===== config.mk =====
export PLATFORM = sky130hd
export DESIGN_NAME = rpr_top
export DESIGN_NICKNAME = d
export VERILOG_FILES = /design/src/rtl/rpr_pkg.sv /design/src/rtl/rpr_rank_find.sv /design/src/rtl/rpr_resolve.sv /design/src/rtl/rpr_top.sv
export SDC_FILE = /design/constraint.sdc
export NUM_CORES = 1
export LEC_CHECK = 0
export BUFFER_PORTS_ARGS = -buffer_cell sky130_fd_sc_hd__buf_2
export CORE_ASPECT_RATIO = 0.8
export CORE_UTILIZATION = 50
export CTS_BUF_LIST = sky130_fd_sc_hd__clkbuf_2
export DETAILED_ROUTE_END_ITERATION = 10
export PLACE_DENSITY_LB_ADDON = 0.05
export SLEW_MARGIN = 5
export SYNTH_ARGS = -nofsm -noshare
export SYNTH_HDL_FRONTEND = slang
export SYNTH_SLANG_ARGS = --single-unit
export TNS_END_PERCENT = 30

===== constraint.sdc =====
create_clock -name clk -period 0.8 [get_ports clk]
set_input_delay 0.08 -clock clk [delete_from_list [all_inputs] [get_ports clk]]
set_output_delay 0.08 -clock clk [all_outputs]
set_load 0.05 [all_outputs]

===== src/rtl/rpr_pkg.sv =====
package rpr_pkg;
  parameter int unsigned RPR_LINES = 8;
  localparam int unsigned RPR_IDX_W = $clog2(RPR_LINES);
  typedef logic [RPR_IDX_W-1:0] rpr_idx_t;
  typedef logic [RPR_LINES-1:0] rpr_vec_t;
  typedef struct packed {
    logic     hit;
    rpr_idx_t line;
  } rpr_pick_t;
endpackage


===== src/rtl/rpr_rank_find.sv =====
module rpr_rank_find #(
  parameter int unsigned N  = 8,
  parameter int unsigned IW = $clog2(N)
) (
  input  logic [N-1:0]  vec_i,
  input  logic [IW-1:0] ofs_i,
  output logic          hit_o,
  output logic [IW-1:0] rank_o
);
  logic [N-1:0] rot;

  // rot[p] holds the bit of the line at rank p
  for (genvar g = 0; g < N; g++) begin : g_rot
    assign rot[g] = vec_i[IW'(g) + ofs_i];
  end

  always_comb begin
    hit_o  = |rot;
    rank_o = '0;
    for (int i = N - 1; i >= 0; i--) begin
      if (rot[i]) rank_o = IW'(i);
    end
  end
endmodule


===== src/rtl/rpr_resolve.sv =====
module rpr_resolve
  import rpr_pkg::*;
#(
  parameter int unsigned CASCADE_LINE = 2
) (
  input  rpr_vec_t  req_i,
  input  rpr_vec_t  mask_i,
  input  rpr_vec_t  insvc_i,
  input  rpr_idx_t  ofs_i,
  input  logic      nest_mode_i,
  input  logic      is_master_i,
  output rpr_pick_t irq_o,
  output rpr_pick_t isr_top_o
);
  rpr_vec_t cand, insvc_cmp, casc_bit;
  logic     c_hit, s_hit, t_hit;
  rpr_idx_t c_rank, s_rank, t_rank;

  assign casc_bit  = rpr_vec_t'(1) << CASCADE_LINE;
  assign cand      = req_i & ~mask_i;
  assign insvc_cmp = (nest_mode_i && is_master_i) ? (insvc_i & ~casc_bit) : insvc_i;

  rpr_rank_find #(.N(RPR_LINES), .IW(RPR_IDX_W)) u_cand (
    .vec_i(cand), .ofs_i(ofs_i), .hit_o(c_hit), .rank_o(c_rank));
  rpr_rank_find #(.N(RPR_LINES), .IW(RPR_IDX_W)) u_cmp (
    .vec_i(insvc_cmp), .ofs_i(ofs_i), .hit_o(s_hit), .rank_o(s_rank));
  rpr_rank_find #(.N(RPR_LINES), .IW(RPR_IDX_W)) u_top (
    .vec_i(insvc_i), .ofs_i(ofs_i), .hit_o(t_hit), .rank_o(t_rank));

  always_comb begin
    irq_o.hit      = c_hit && (!s_hit || (c_rank < s_rank));
    irq_o.line     = c_rank + ofs_i;
    isr_top_o.hit  = t_hit;
    isr_top_o.line = t_rank + ofs_i;
  end
endmodule


===== src/rtl/rpr_top.sv =====
module rpr_top
  import rpr_pkg::*;
#(
  parameter int unsigned CASCADE_LINE = 2
) (
  input  logic                 clk,
  input  logic                 rst_n,
  input  logic [RPR_LINES-1:0] req_i,
  input  logic [RPR_LINES-1:0] mask_i,
  input  logic [RPR_LINES-1:0] insvc_i,
  input  logic [RPR_IDX_W-1:0] rot_ofs_i,
  input  logic                 nest_mode_i,
  input  logic                 is_master_i,
  output logic                 irq_valid_o,
  output logic [RPR_IDX_W-1:0] irq_num_o,
  output logic                 isr_top_valid_o,
  output logic [RPR_IDX_W-1:0] isr_top_num_o
);
  rpr_pick_t irq_d, top_d, irq_q, top_q;

  rpr_resolve #(.CASCADE_LINE(CASCADE_LINE)) u_res (
    .req_i(req_i), .mask_i(mask_i), .insvc_i(insvc_i), .ofs_i(rot_ofs_i),
    .nest_mode_i(nest_mode_i), .is_master_i(is_master_i),
    .irq_o(irq_d), .isr_top_o(top_d));

  always_ff @(posedge clk or negedge rst_n) begin
    if (!rst_n) begin
      irq_q <= '0;
      top_q <= '0;
    end else begin
      irq_q <= irq_d;
      top_q <= top_d;
    end
  end

  assign irq_valid_o     = irq_q.hit;
  assign irq_num_o       = irq_q.line;
  assign isr_top_valid_o = top_q.hit;
  assign isr_top_num_o   = top_q.line;
endmodule


After elaboration in Yosys (flattened, before gate mapping)
Cells that the tools add are included.

Add/sub/neg operators: 9. Magnitude comparators: 9. Multiplexer cells: 73. Bitwise operators: 2. Reductions and logical operators: 7.

Operators by type and width (count): $mux 3 (25); $bmux 1 s3 (24); $lt 3x4->1 const B (8); $mux 1 (24); $reduce_or 8->1 (3); $add 3x3->3 const A (4); $and 8x8->8 (1); $not 8->8 (1); $add 2x3->3 const A (2); $add 3x3->3 (2); $add 1x3->3 const A (1); $lt 3x3->1 (1); $logic_and 1x1->1 (2); $logic_not 1->1 (1); $logic_or 1x1->1 (1).

Register bits: 8. Input bits: 31. Word-level logic and storage cells: 104.

Longest topological paths before layout
Gate-level depths: netlist (run 1).

Depth after elaboration: 15. Depth in mapped cells: 14.

Modules after synthesis
A second synthesis (run 1) with hierarchy kept.

Cell total of the unflattened synthesis: 235. Area, all modules: 2396.0 µm².

Modules (own cells, without submodules): rpr_rank_find (instances 3, cells each 65, area each 649.4 µm²); rpr_resolve (instances 1, cells each 32, area each 247.7 µm²); rpr_top (instances 1, cells each 8, area each 200.2 µm²).

Worst setup path after synthesis (run 1)
OpenSTA, ideal clock, no wires.

Path kind: input to register. Start point: in rot_ofs_i[1]. End point: reg top_q (netlist bit isr_top_num_o[2]). Library setup time: 126 ps. Arrival: 2373 ps. Path slack: -1699 ps. Stages on the path: 13. Cells stage by stage: inv_2 > ha_1 > buf_2 > mux4_2 > nor2b_1 > a21o_1 > nand2_1 > a31o_2 > a21boi_0 > ha_1 > fa_1 > xnor2_1 > xnor2_1.

RTL lines: from (decl) (line rpr_top.sv:11) `input logic [RPR_IDX_W-1:0] rot_ofs_i,`; to (signal assigned) (line rpr_top.sv:32) `top_q <= top_d;`; to (decl) (line rpr_top.sv:19) `rpr_pick_t irq_d, top_d, irq_q, top_q;`.

==> flow_results.org, run 1 <==
** GRT
- Number of global-route vias before repair :: 1,897
- Maximum number of pins on one net before global-route repair :: 13
- For this run, global-route usage on met3 was measured as 0.0479.
- Global-route wire length before repair :: 8680 µm
- Global routing usage summed across all routing layers :: 0.327
- GR met2 Demand/Resource :: 0.592
- The number of antenna violations at the first check in global routing was 0.
- Routing layer with the top usage in global route :: met2
- Global routing finished with a remaining overflow of 0.
- GR met1 Demand/Resource :: 0.391

** Layout
- Number of filler instances in the final layout :: 155
- N_diodes :: 0
- From synthesis to final layout, the design area changed by 61.9%.
- Post-Route Utilization :: 0.869
- In the final design database the tool counted 312 nets.
- After routing the design area is 2760 µm².
- Layout cells sized above 1 :: 0.625

** Timing
- At the pin with the least slew margin, the transition time is 0.532 ns.
- In the post-route analysis, the smallest setup slack over all paths is -1.39 ns.
- Static timing analysis puts the maximum clock frequency at 456 MHz.
- Setup repair after global routing could not meet its margin everywhere.
- Setup total negative slack on the finished layout was measured at -9.98 ns.
- Count of final max-slew check failures :: 0
- Crit path time final :: 2.19 ns
- Normalized max-slew margin :: 0.642
- Final worst-path cycle share :: 2.74
- Setup violations remaining at the end of the flow were counted as 16.
- The number of hold violations in the final report came to 0.

** Logic synthesis
- The synthesized design spends more area on one cell type than any other, namely sky130_fd_sc_hd__mux4_2.
- After synthesis, the share of flip-flops with an asynchronous set or reset is 1.00.
- Of the total synthesized cell area, the portion taken by XOR and XNOR cells is 0.0675.
- In this run, synthesis produced a sequential element count of 8.
- After technology mapping, the gate count stands at 176.
- Of the total synthesized cell area, the portion taken by AND, OR, NAND and NOR gates is 0.210.
- For this run, the number of Yosys warnings is 0.
- Mux contribution to synthesized area :: 0.342
- Share of Yosys cell area claimed by the top area cell type :: 0.225
- Netlist area before placement :: 1700 µm²
- Yosys cell types :: 49
- Predominant post-synthesis flop cell :: sky130_fd_sc_hd__dfrtp_1
- By area, the combinational part of the netlist is dominated by multiplexers.
- Of the total synthesized cell area, the portion taken by full adders, half adders and majority gates is 0.0558.
- The number of nets in the synthesized netlist is 214.
- Sequential cell area fraction in the yosys report :: 0.117
- In this run the mean area of a mapped cell was 9.68 µm².
- The compound-gate portion of the synthesized area was 0.158.
- Largest cells by area after synthesis :: sky130_fd_sc_hd__mux4_2, sky130_fd_sc_hd__dfrtp_1, sky130_fd_sc_hd__mux2i_1
- Counting flops with a built-in enable in the synthesized netlist gives 0.

** Min path
- Hold Crit Class :: in -> async

** Power and ir drop
- In this run the power density over the cells is 1560 nW/µm².
- IR analysis of the VDD net gives a maximum drop of 1.25 mV.
- Leakage power summed over all cells :: 0.00117 µW

** Clock network
- Max Root-Sink Buffers :: 2
- H-tree depth :: 1
- Clock-pin slew was measured on the worst setup and hold paths at 0.09 ns.
- TritonCTS built the clock tree.
- Clock tree synthesis inserted a total of 3 buffers.
- For this design, the sink count on the clock tree is 8.
- The tree is rooted in a sky130_fd_sc_hd__clkbuf_2.

** Die
- For this design the top-level I/O count stands at 39.
- The floorplan step set the die width to 67.3 µm.
- Measured along the y axis, the die boundary spans 54.2 µm.
- Starting utilization of the core area :: 0.537
- The floorplan step defined a core boundary enclosing 3180 µm².
- Row count :: 18
- The floorplan step defined a die boundary enclosing 3650 µm².

** Setup path
- Nature of the critical path endpoint :: flop
- Data arrives at the worst endpoint at 2.35 ns.
- STA puts the critical path data required time at 0.96 ns.
- Startpoint kind of the worst setup timing path :: primary input
- Source of the critical timing path :: rot_ofs_i[0]
- The critical path is of the in -> reg type.
- Largest driver fanout on the critical path :: 7

** Placement
- HPWL after detailed placement :: 4150 µm
- Routability-driven placement finished with a final weighted congestion of 0.927.
- Cell area reported after detailed placement :: 2380 µm²
- At the placement stage, the worst setup path has a slack of -1.79 ns.
- I/O Buffers :: 38

** Outcome
- The flow ran to the end, but the final reports show violations.
- Violated checks :: setup timing

** Route
- Wire length after detailed routing :: 6550 µm
- The first TritonRoute pass finished after 6 iterations.
- The detailed router finished its first iteration with 151 violations.
- The routed layout has 1,984 vias.
- In the routed layout, each cell is associated on average with a via count of 6.36.
- Antenna violation net count after detailed routing :: 0
- Average wire per cell in the routed design :: 21.0 µm
- Post-route DRC violation count :: 0

** Flow run
- Max capacitance violation total :: 0
-- repair_timing --
action,CTS,global route
gates resized for setup,54,22
buffers inserted,3,2
hold endpoints to repair,8,0
pin swaps,5,14
endpoints found under the setup margin,16,16
hold buffers,1,0
-- cells by family (layout without fill, tap and decap cells) --
group	Yosys count	in the layout
buffers and inverters	14	110
and+or+nand+nor	68	68
AOI/OAI and AO/OA	37	37
adders and majority gates	7	7
muxes	34	34
DFF	8	8
xor gates and xnor gates	8	8
-- critical path, stage by stage --
cell,delay [ns]
sky130_fd_sc_hd__buf_12,0.13
sky130_fd_sc_hd__inv_12,0.05
sky130_fd_sc_hd__ha_4,0.17
sky130_fd_sc_hd__xor2_4,0.16
sky130_fd_sc_hd__mux4_2,0.54
sky130_fd_sc_hd__mux2i_4,0.18
sky130_fd_sc_hd__buf_6,0.14
sky130_fd_sc_hd__o211ai_4,0.08
sky130_fd_sc_hd__a21boi_4,0.21
sky130_fd_sc_hd__buf_4,0.18
sky130_fd_sc_hd__mux2i_1,0.27
sky130_fd_sc_hd__a311oi_2,0.15
-- per-stage QoR --
step,power (µW),cells,hold slack (ns)
after floorplan,2290,176,-0.216
after global placement,3130,304,-0.0813
after detailed placement,3220,304,-0.0756
after CTS,3930,311,0.210
after global routing,4500,312,0.196
final,4310,312,0.171
-- cells in the mapped netlist (2+ instances only) --
library cell,n
sky130_fd_sc_hd__mux2i_1,14
sky130_fd_sc_hd__xnor2_1,5
sky130_fd_sc_hd__clkbuf_1,2
sky130_fd_sc_hd__nand4_1,2
sky130_fd_sc_hd__a21oi_1,7
sky130_fd_sc_hd__a21o_1,2
sky130_fd_sc_hd__a31oi_1,3
sky130_fd_sc_hd__and3_1,2
sky130_fd_sc_hd__buf_6,2
sky130_fd_sc_hd__nand3_1,5
sky130_fd_sc_hd__mux4_2,17
sky130_fd_sc_hd__ha_1,6
sky130_fd_sc_hd__buf_2,2
sky130_fd_sc_hd__nand2b_1,11
sky130_fd_sc_hd__a21boi_0,2
sky130_fd_sc_hd__o21ai_0,7
sky130_fd_sc_hd__o21a_1,2
sky130_fd_sc_hd__dfrtp_1,8
sky130_fd_sc_hd__nor2_1,2
sky130_fd_sc_hd__mux2i_4,2
sky130_fd_sc_hd__nand2_1,23
sky130_fd_sc_hd__inv_1,3
sky130_fd_sc_hd__nor2b_1,13
sky130_fd_sc_hd__xor2_4,2
sky130_fd_sc_hd__and2_0,2
sky130_fd_sc_hd__o211ai_1,2
sky130_fd_sc_hd__inv_2,3
sky130_fd_sc_hd__and2_1,4
-- registers in the layout (all words and copies together), names as in the netlist --
register,count
irq_num_o,3
irq_valid_o,1
isr_top_num_o,3
isr_top_valid_o,1
-- per-layer routing --
layer  vias to the layer above  routed length [µm]
li1                        860                   -
met1                       966                2560
met2                       120                3330
met3                        38                 405
met4                         0                 259
met5                         -                   0
-- area by class of cell --
type | count | area [µm²] | share of cell area
well taps | 40 | 50.0 | 0.0181
multi-input cells | 154 | 1680 | 0.610
flip-flops and latches | 8 | 200 | 0.0726
inverters | 7 | 53.8 | 0.0195
repair buffers | 100 | 758 | 0.275
clock buffers | 3 | 15.0 | 0.00544
-- cells in the final DEF (no fill, tap or decap), types with 3 or more instances in the layout --
master	instances
sky130_fd_sc_hd__nand2b_1	11
sky130_fd_sc_hd__buf_2	27
sky130_fd_sc_hd__nor2b_1	9
sky130_fd_sc_hd__xnor2_2	3
sky130_fd_sc_hd__xnor2_1	3
sky130_fd_sc_hd__a21oi_1	3
sky130_fd_sc_hd__a21oi_2	4
sky130_fd_sc_hd__mux4_2	17
sky130_fd_sc_hd__o21ai_0	5
sky130_fd_sc_hd__and2_1	3
sky130_fd_sc_hd__dfrtp_1	8
sky130_fd_sc_hd__clkbuf_2	3
sky130_fd_sc_hd__mux2i_1	7
sky130_fd_sc_hd__nand3_1	5
sky130_fd_sc_hd__buf_4	58
sky130_fd_sc_hd__inv_1	3
sky130_fd_sc_hd__buf_8	3
sky130_fd_sc_hd__nand2_1	21
sky130_fd_sc_hd__ha_4	4
sky130_fd_sc_hd__mux2i_4	7
sky130_fd_sc_hd__buf_6	10
-- how the worst max path moves through the flow --
stage	depth (start not counted)	end
after floorplan	12	isr_top_num_o[1]
after global placement	11	irq_valid_o
after detailed placement	13	irq_valid_o
after CTS	13	irq_valid_o
after global routing	11	irq_valid_o
final	12	irq_valid_o
-- where the power goes --
part	internal (µW)	switching, µW	leakage [µW]
clock network	101	190	0.0000125
logic	1600	1800	0.00107
registers	540	79.0	0.0000908
total	2240	2070	0.00117
(Power assumes the default switching activity.)
==> run 2: changes to the inputs <==
--- a/config.mk
+++ b/config.mk
@@ -5,7 +5,7 @@
 export SDC_FILE = /design/constraint.sdc
 export NUM_CORES = 1
 export LEC_CHECK = 0
-export BUFFER_PORTS_ARGS = -buffer_cell sky130_fd_sc_hd__buf_2
+export BUFFER_PORTS_ARGS = -buffer_cell sky130_fd_sc_hd__buf_4
 export CORE_ASPECT_RATIO = 0.8
 export CORE_UTILIZATION = 50
 export CTS_BUF_LIST = sky130_fd_sc_hd__clkbuf_2
==> flow_results.org, run 2 (synthesis gave the netlist of run 1 again) <==
** Outcome
- The run finished, with violations left.
- Violated checks :: setup timing

** Timing
- The number of pins with negative max-slew slack in the final report is 0.
- Max Fclk :: 447 MHz
- Measured against its own limit, the worst slew margin works out to 0.649.
- Setup repair after global routing could not meet its margin everywhere.
- Number of endpoints failing setup at the final stage :: 16
- Slew at the pin closest to its max-slew limit :: 0.520 ns
- Final-report hold violation count :: 0
- Final worst-path cycle share :: 2.80
- The worst path in the final design needs a cycle of 2.24 ns, including I/O delays and setup.
- Minimum setup slack in the final design :: -1.44 ns
- Hold timing on the final database bottoms out at a slack of 0.160 ns.

** Clock network
- Clock slew seen by the registers of the worst setup and hold paths :: 0.09 ns
- The tree is rooted in a sky130_fd_sc_hd__clkbuf_2.
- Clock tree from TritonCTS :: built
- Clock tree synthesis inserted a total of 3 buffers.
- For this design, the sink count on the clock tree is 8.
- Max Root-Sink Buffers :: 2
- H-tree depth :: 1

** GRT
- Entering global routing, the biggest net connects 13 pins.
- The number of antenna violations at the first check in global routing is 0.
- In the global route stage, met2 resource usage came out at 0.727.
- Global-route wire length before repair :: 10,400 µm
- Across every metal layer, demand over resource in global routing totals 0.403.
- Met3 capacity usage during global routing :: 0.104
- After global routing the overflow that remains totals 0.
- In the global route stage, met1 resource usage came out at 0.441.
- The via count of the first global-routing pass was 2,129.
- The global routing stage identified its most utilized layer as met2.

** Layout
- Leaving out fill and tap cells, the most frequent cell in the layout is sky130_fd_sc_hd__buf_4.
- Number of filler instances in the final layout :: 123
- Number of nets in the layout :: 321
- Relative to the synthesized area, the layout overhead comes to 68.7%.
- N_diodes :: 0
- Cell Count, Final, Fillers Out :: 321
- Commonest cells after routing, fill and taps aside :: sky130_fd_sc_hd__buf_4, sky130_fd_sc_hd__nand2_1, sky130_fd_sc_hd__mux4_2
- At the end of the flow the core is filled with cells to 0.905.
- Of the cells placed in the final design, the portion with a size suffix greater than 1 is 0.612.

** Die
- The die is 67.3 µm wide.
- Boundary Pins :: 39
- Floorplan core area :: 3180 µm²
- Starting utilization of the core area :: 0.537
- The die is 54.2 µm tall.
- The floorplan step defined a die boundary enclosing 3650 µm².
- Row count :: 18

** Route
- Drt via density :: 6.70
- Post-route DRC violation count :: 0
- Pre-antenna DRT Iters :: 7
- Initial detailed-routing violation count :: 288
- After detailed routing, the total wire length is 7640 µm.
- Total number of vias :: 2,151
- In the final routed layout, each cell accounts on average for 23.8 µm.
- Once detail routing completed, the nets flagged for antenna violations numbered 0.

** Placement
- Timing analysis after detailed placement gives a worst setup slack of -1.79 ns.
- After legalization and detailed placement, the total HPWL measured 4510 µm.
- Weighted congestion reported at the end of routability-driven placement :: 0.930
- I/O Buffers :: 38
- After detailed placement, the design holds a cell count of 308.

** Setup path
- The worst setup path is of the in -> reg kind.
- Largest driver fanout on the critical path :: 8
- CP required :: 0.94 ns
- STA puts the critical path data arrival time at 2.37 ns.
- STA classifies the critical path endpoint as a flop.
- The worst setup path is launched from a primary input.

** Power and ir drop
- P per Cell Area :: 1510 nW/µm²
- For this design the static power due to leakage is 0.00126 µW.
- The worst-case IR drop observed on VDD is 1.19 mV.

** Flow run
- The tool flagged a number of max-cap violations equal to 0.

** Min path
- In this run the worst hold path is classified as in -> async.
run 2: stage by stage:
stage                     cell area, µm²  TNS (ns)  total power (µW)
after CTS                           2800     -9.67              3960
after global routing                2880    -11.03              4520
after global placement              2530    -12.11              3280
final                               2880    -10.46              4350
after floorplan                     1760    -10.04              2290
after detailed placement            2530    -12.81              3400
run 2: worst max-delay path: stages:
cell and delay (ns):
sky130_fd_sc_hd__buf_16 0.13, sky130_fd_sc_hd__inv_12 0.06, sky130_fd_sc_hd__ha_4 0.17, sky130_fd_sc_hd__xor2_4 0.18, sky130_fd_sc_hd__mux4_2 0.57, sky130_fd_sc_hd__mux2i_4 0.23
sky130_fd_sc_hd__a21boi_2 0.09, sky130_fd_sc_hd__o21ai_1 0.16, sky130_fd_sc_hd__o2bb2ai_2 0.16, sky130_fd_sc_hd__ha_2 0.23, sky130_fd_sc_hd__ha_4 0.13, sky130_fd_sc_hd__a21oi_2 0.04
sky130_fd_sc_hd__xnor2_1 0.14
run 2: what timing repair did:
action	4_1_cts	5_1_grt
endpoints found under the setup margin	16	16
gates cloned	0	0
endpoints found under the hold margin	8	0
buffers inserted	8	1
hold buffers	1	0
gates resized for setup	43	14
pin swaps	6	8
run 2: final cells by class:
cell class | count | area [µm²] | share of cell area
clock buffer | 3 | 15.0 | 0.00522
inverter | 7 | 53.8 | 0.0187
multi-input combinational | 154 | 1620 | 0.562
sequential | 8 | 200 | 0.0696
tap | 40 | 50.0 | 0.0174
timing repair buffer | 109 | 941 | 0.327
run 2: routing by layer:
| metal | vias up | share of wire | wire length [µm] |
|---|---|---|---|
| met5 | - | 0 | 0 |
| met4 | 0 | 0.071 | 540 |
| met3 | 69 | 0.10 | 780 |
| met2 | 206 | 0.48 | 3670 |
| met1 | 998 | 0.35 | 2650 |
| li1 | 878 | - | - |
run 2: path summary, 6_finish.rpt:
check,start,to,slack [ns]
max in group asynchronous,rst_n,irq_num_o[2],0.50
hold / removal,rst_n,isr_top_valid_o,0.16
setup / recovery,rot_ofs_i[0],irq_num_o[2],-1.44
min in group clk,rot_ofs_i[1],irq_num_o[2],0.38
run 2: power by group:
group	switching [µW]	internal, µW	leakage, µW
clock network	171	102	0.0000125
logic	1830	1640	0.00115
registers	69.3	540	0.0000908
total	2070	2280	0.00126
==> run 3: changes to the inputs <==
--- a/config.mk
+++ b/config.mk
@@ -5,13 +5,14 @@
 export SDC_FILE = /design/constraint.sdc
 export NUM_CORES = 1
 export LEC_CHECK = 0
+export ABC_AREA = 1
 export BUFFER_PORTS_ARGS = -buffer_cell sky130_fd_sc_hd__buf_4
 export CORE_ASPECT_RATIO = 0.8
+export CORE_MARGIN = 3
 export CORE_UTILIZATION = 50
 export CTS_BUF_LIST = sky130_fd_sc_hd__clkbuf_2
 export DETAILED_ROUTE_END_ITERATION = 10
 export PLACE_DENSITY_LB_ADDON = 0.05
-export SLEW_MARGIN = 5
 export SYNTH_ARGS = -nofsm -noshare
 export SYNTH_HDL_FRONTEND = slang
 export SYNTH_SLANG_ARGS = --single-unit
==> flow_results.org, run 3 <==
** Timing
- Minimum setup slack in the final design :: -1.22 ns
- For this run, the top clock speed supported by timing is 495 MHz.
- Final worst-path cycle share :: 2.53
- The routed design could run at a clock period as short as 2.02 ns.
- Number of endpoints failing setup at the final stage :: 16
- Setup repair after global routing could not meet its margin everywhere.
- Normalized max-slew margin :: 0.740
- Hold_ws :: 0.183 ns
- Slew at the pin closest to its max-slew limit :: 0.388 ns
- The number of hold violations in the final report came to 0.
- Count of final max-slew check failures :: 0

** Logic synthesis
- Netlist area before placement :: 1530 µm²
- Number of register bits inferred by synthesis :: 8
- In the synthesized netlist the async set-or-reset flop fraction comes to 1.00.
- Share of Yosys cell area claimed by the top area cell type :: 0.233
- Averaged over all synthesized cells, the footprint is 5.75 µm².
- Sequential cell area fraction in the yosys report :: 0.131
- Yosys cell types :: 33
- Post-synthesis instance total :: 266
- Post-Synthesis Net Count :: 304
- sky130_fd_sc_hd__nand2_1 takes more of the synthesized area than any other cell.
- The commonest cells after synthesis are sky130_fd_sc_hd__nand2_1, sky130_fd_sc_hd__nand3_1, sky130_fd_sc_hd__inv_1, sky130_fd_sc_hd__o21ai_0.
- The synthesized design contains 0 enable-type register cells.
- Most frequently used cell type in the post-synthesis netlist :: sky130_fd_sc_hd__nand2_1
- Yosys printed 0 warnings.
- In the post-synthesis netlist, the biggest area contributors are sky130_fd_sc_hd__nand2_1, sky130_fd_sc_hd__nand3_1, sky130_fd_sc_hd__dfrtp_1.
- Among all flip-flop cells after synthesis, the most frequent one is sky130_fd_sc_hd__dfrtp_1.

** Route
- Summed over all layers, the routed wires come to 5200 µm.
- Antenna violation net count after detailed routing :: 0
- Drt via density :: 5.37
- The pre-antenna-repair detailed-routing pass consisted of 5 iterations.
- The routed layout has 2,096 vias.
- After detailed routing, the number of remaining DRC violations is 0.
- Average wire per cell in the routed design :: 13.3 µm
- Initial detailed-routing violation count :: 162

** Setup path
- For the worst setup path, the data arrival time is 2.15 ns.
- Startpoint kind of the worst setup timing path :: primary input
- The critical path is of the in -> reg type.
- Of all nets on the critical path, the largest fanout is 5.
- Nature of the critical path endpoint :: flop
- At the worst endpoint, the required time is 0.93 ns.

** Min path
- The tightest min-delay check is of the in -> async type.

** Flow run
- Max capacitance violation total :: 0

** Power and ir drop
- Internal :: 1900 µW
- Clock Power Share :: 0.067
- Worst VDD drop :: 1.54 mV
- For this design the static power due to leakage is 0.00135 µW.
- Part of the total power dissipated in sequential elements :: 0.154
- For this design the ratio of total power to cell area is 1520 nW/µm².
- Switching share of power :: 0.497
- Of the total power, combinational logic draws 0.779.
- Net switching power figure :: 1880 µW

** Clock network
- Clock tree from TritonCTS :: built
- The number of clock buffers added by TritonCTS is 3.
- Counting every sink on the clock net gives 8.
- Clock slew seen by the registers of the worst setup and hold paths :: 0.09 ns
- Max Root-Sink Buffers :: 2
- In this run the number of H-tree levels came out at 1.
- Root Driver :: sky130_fd_sc_hd__clkbuf_2

** Die
- Area of the die :: 3760 µm²
- Row count :: 17
- Floorplan core area :: 2830 µm²
- Boundary Pins :: 39
- The die is 67.8 µm wide.
- Measured along the y axis, the die boundary spans 55.5 µm.
- Starting utilization of the core area :: 0.540

** Layout
- Number of filler instances in the final layout :: 167
- Area Overhead vs Synth :: 62.1%
- Finished layout cell area :: 2480 µm²
- Of the cells placed in the final design, the portion with a size suffix greater than 1 is 0.412.
- In the layout the commonest cells are sky130_fd_sc_hd__nand2_1, sky130_fd_sc_hd__buf_4, sky130_fd_sc_hd__nand3_1.
- The number of antenna diodes in the final layout is 0.
- In the final design database the tool counted 392 nets.
- Leaving out fill and tap cells, the most frequent cell in the layout is sky130_fd_sc_hd__nand2_1.

** Placement
- Cell area reported after detailed placement :: 2120 µm²
- During placement, the flow inserted port buffers numbering 38.
- Routability-driven placement finished with a final weighted congestion of 0.905.
- Summed over all nets, the half-perimeter wirelength after detailed placement is 3640 µm.

** GRT
- Number of global-route vias before repair :: 1,961
- Summed over all layers, the global routing overflow is 0.
- Maximum number of pins on one net before global-route repair :: 19
- Global routing usage summed across all routing layers :: 0.272
- The number of antenna violations at the first check in global routing came to 0.
- Global-route wire length before repair :: 8140 µm

** Outcome
- The flow ran to the end, but the final reports show violations.
- Violated checks :: setup timing
run 3: cell types whose count changed after synthesis, sizes merged, moves of 7 or more:
cell	previous run	this run
inv	7	35
mux2i	16	0
nand2b	11	0
mux4	17	0
nor2b	13	0
nand3	5	67
nand2	23	96
nor2	2	9
run 3: routing by layer:
| metal | vias to the layer above | track usage | wire, µm |
|---|---|---|---|
| li1 | 1044 | - | - |
| met1 | 939 | 0.335 | 2060 |
| met2 | 95 | 0.479 | 2700 |
| met3 | 18 | 0.0549 | 346 |
| met4 | 0 | 0.0595 | 96 |
| met5 | - | 0 | 0 |
run 3: worst max-delay path by stage:
stage                            start                to  depth (start not counted)
after global routing      rot_ofs_i[0]      irq_num_o[2]                         18
after global placement    rot_ofs_i[0]      irq_num_o[2]                         18
final                     rot_ofs_i[0]      irq_num_o[2]                         18
after floorplan           rot_ofs_i[0]  isr_top_num_o[2]                         19
after CTS                 rot_ofs_i[0]  isr_top_num_o[2]                         17
after detailed placement  rot_ofs_i[0]  isr_top_num_o[2]                         14
run 3: timing repair:
| item | in CTS | in global routing |
|---|---|---|
| hold buffers | 1 | 0 |
| pin swaps | 18 | 9 |
| setup buffers | 10 | 3 |
| resized for setup | 52 | 14 |
| endpoints found under the hold margin | 8 | 0 |
| endpoints found under the setup margin | 16 | 16 |
run 3: layout make-up:
| class | count | area [µm²] | share of cell area |
|---|---|---|---|
| Clock buffer | 3 | 15.0 | 0.00606 |
| Inverter | 35 | 149 | 0.0601 |
| Multi-Input combinational cell | 217 | 1320 | 0.531 |
| Sequential cell | 8 | 200 | 0.0808 |
| Tap cell | 38 | 47.5 | 0.0192 |
| Timing Repair Buffer | 89 | 752 | 0.303 |
run 3: worst max-delay path, stage by stage:
cell	delay [ns]
sky130_fd_sc_hd__buf_12	0.11
sky130_fd_sc_hd__ha_2	0.21
sky130_fd_sc_hd__xnor2_4	0.27
sky130_fd_sc_hd__inv_2	0.11
sky130_fd_sc_hd__nand3_1	0.11
sky130_fd_sc_hd__nand2_1	0.09
sky130_fd_sc_hd__inv_1	0.06
sky130_fd_sc_hd__nand2_1	0.04
sky130_fd_sc_hd__nand2_1	0.06
sky130_fd_sc_hd__nand2_1	0.07
sky130_fd_sc_hd__nand2_1	0.09
sky130_fd_sc_hd__nand2_1	0.07
sky130_fd_sc_hd__nand2_2	0.09
sky130_fd_sc_hd__inv_2	0.03
sky130_fd_sc_hd__ha_2	0.15
sky130_fd_sc_hd__ha_2	0.16
sky130_fd_sc_hd__a21o_2	0.19
sky130_fd_sc_hd__xor2_1	0.16
run 3: cells by family after synthesis:
logic type / synth area share
and+or+nand+nor: 0.506
AOI/OAI and AO/OA: 0.109
adders and majority gates: 0.0622
DFF: 0.131
buffers and inverters: 0.124
xor gates and xnor gates: 0.0679
run 3: metrics by stage:
step / power, µW / worst slack (ns) / TNS, ns / cells / util
2_1_floorplan: 2110 / -1.51 / -9.59 / 266 / -
3_3_place_gp: 2910 / -1.43 / -9.80 / 373 / 0.751
3_5_place_dp: 2960 / -1.49 / -10.17 / 373 / 0.751
4_1_cts: 3570 / -1.13 / -7.57 / 387 / 0.853
5_1_grt: 4030 / -1.35 / -9.29 / 390 / 0.876
6_report: 3770 / -1.22 / -8.24 / 390 / 0.876
run 3: power groups by stage:
| stage | clock, µW | sequential (µW) | combinational [µW] |
|---|---|---|---|
| 2_1_floorplan | 0 | 1010 | 1110 |
| 3_3_place_gp | 0 | 559 | 2350 |
| 3_5_place_dp | 0 | 563 | 2400 |
| 4_1_cts | 242 | 580 | 2750 |
| 5_1_grt | 285 | 592 | 3150 |
| 6_report | 253 | 580 | 2940 |
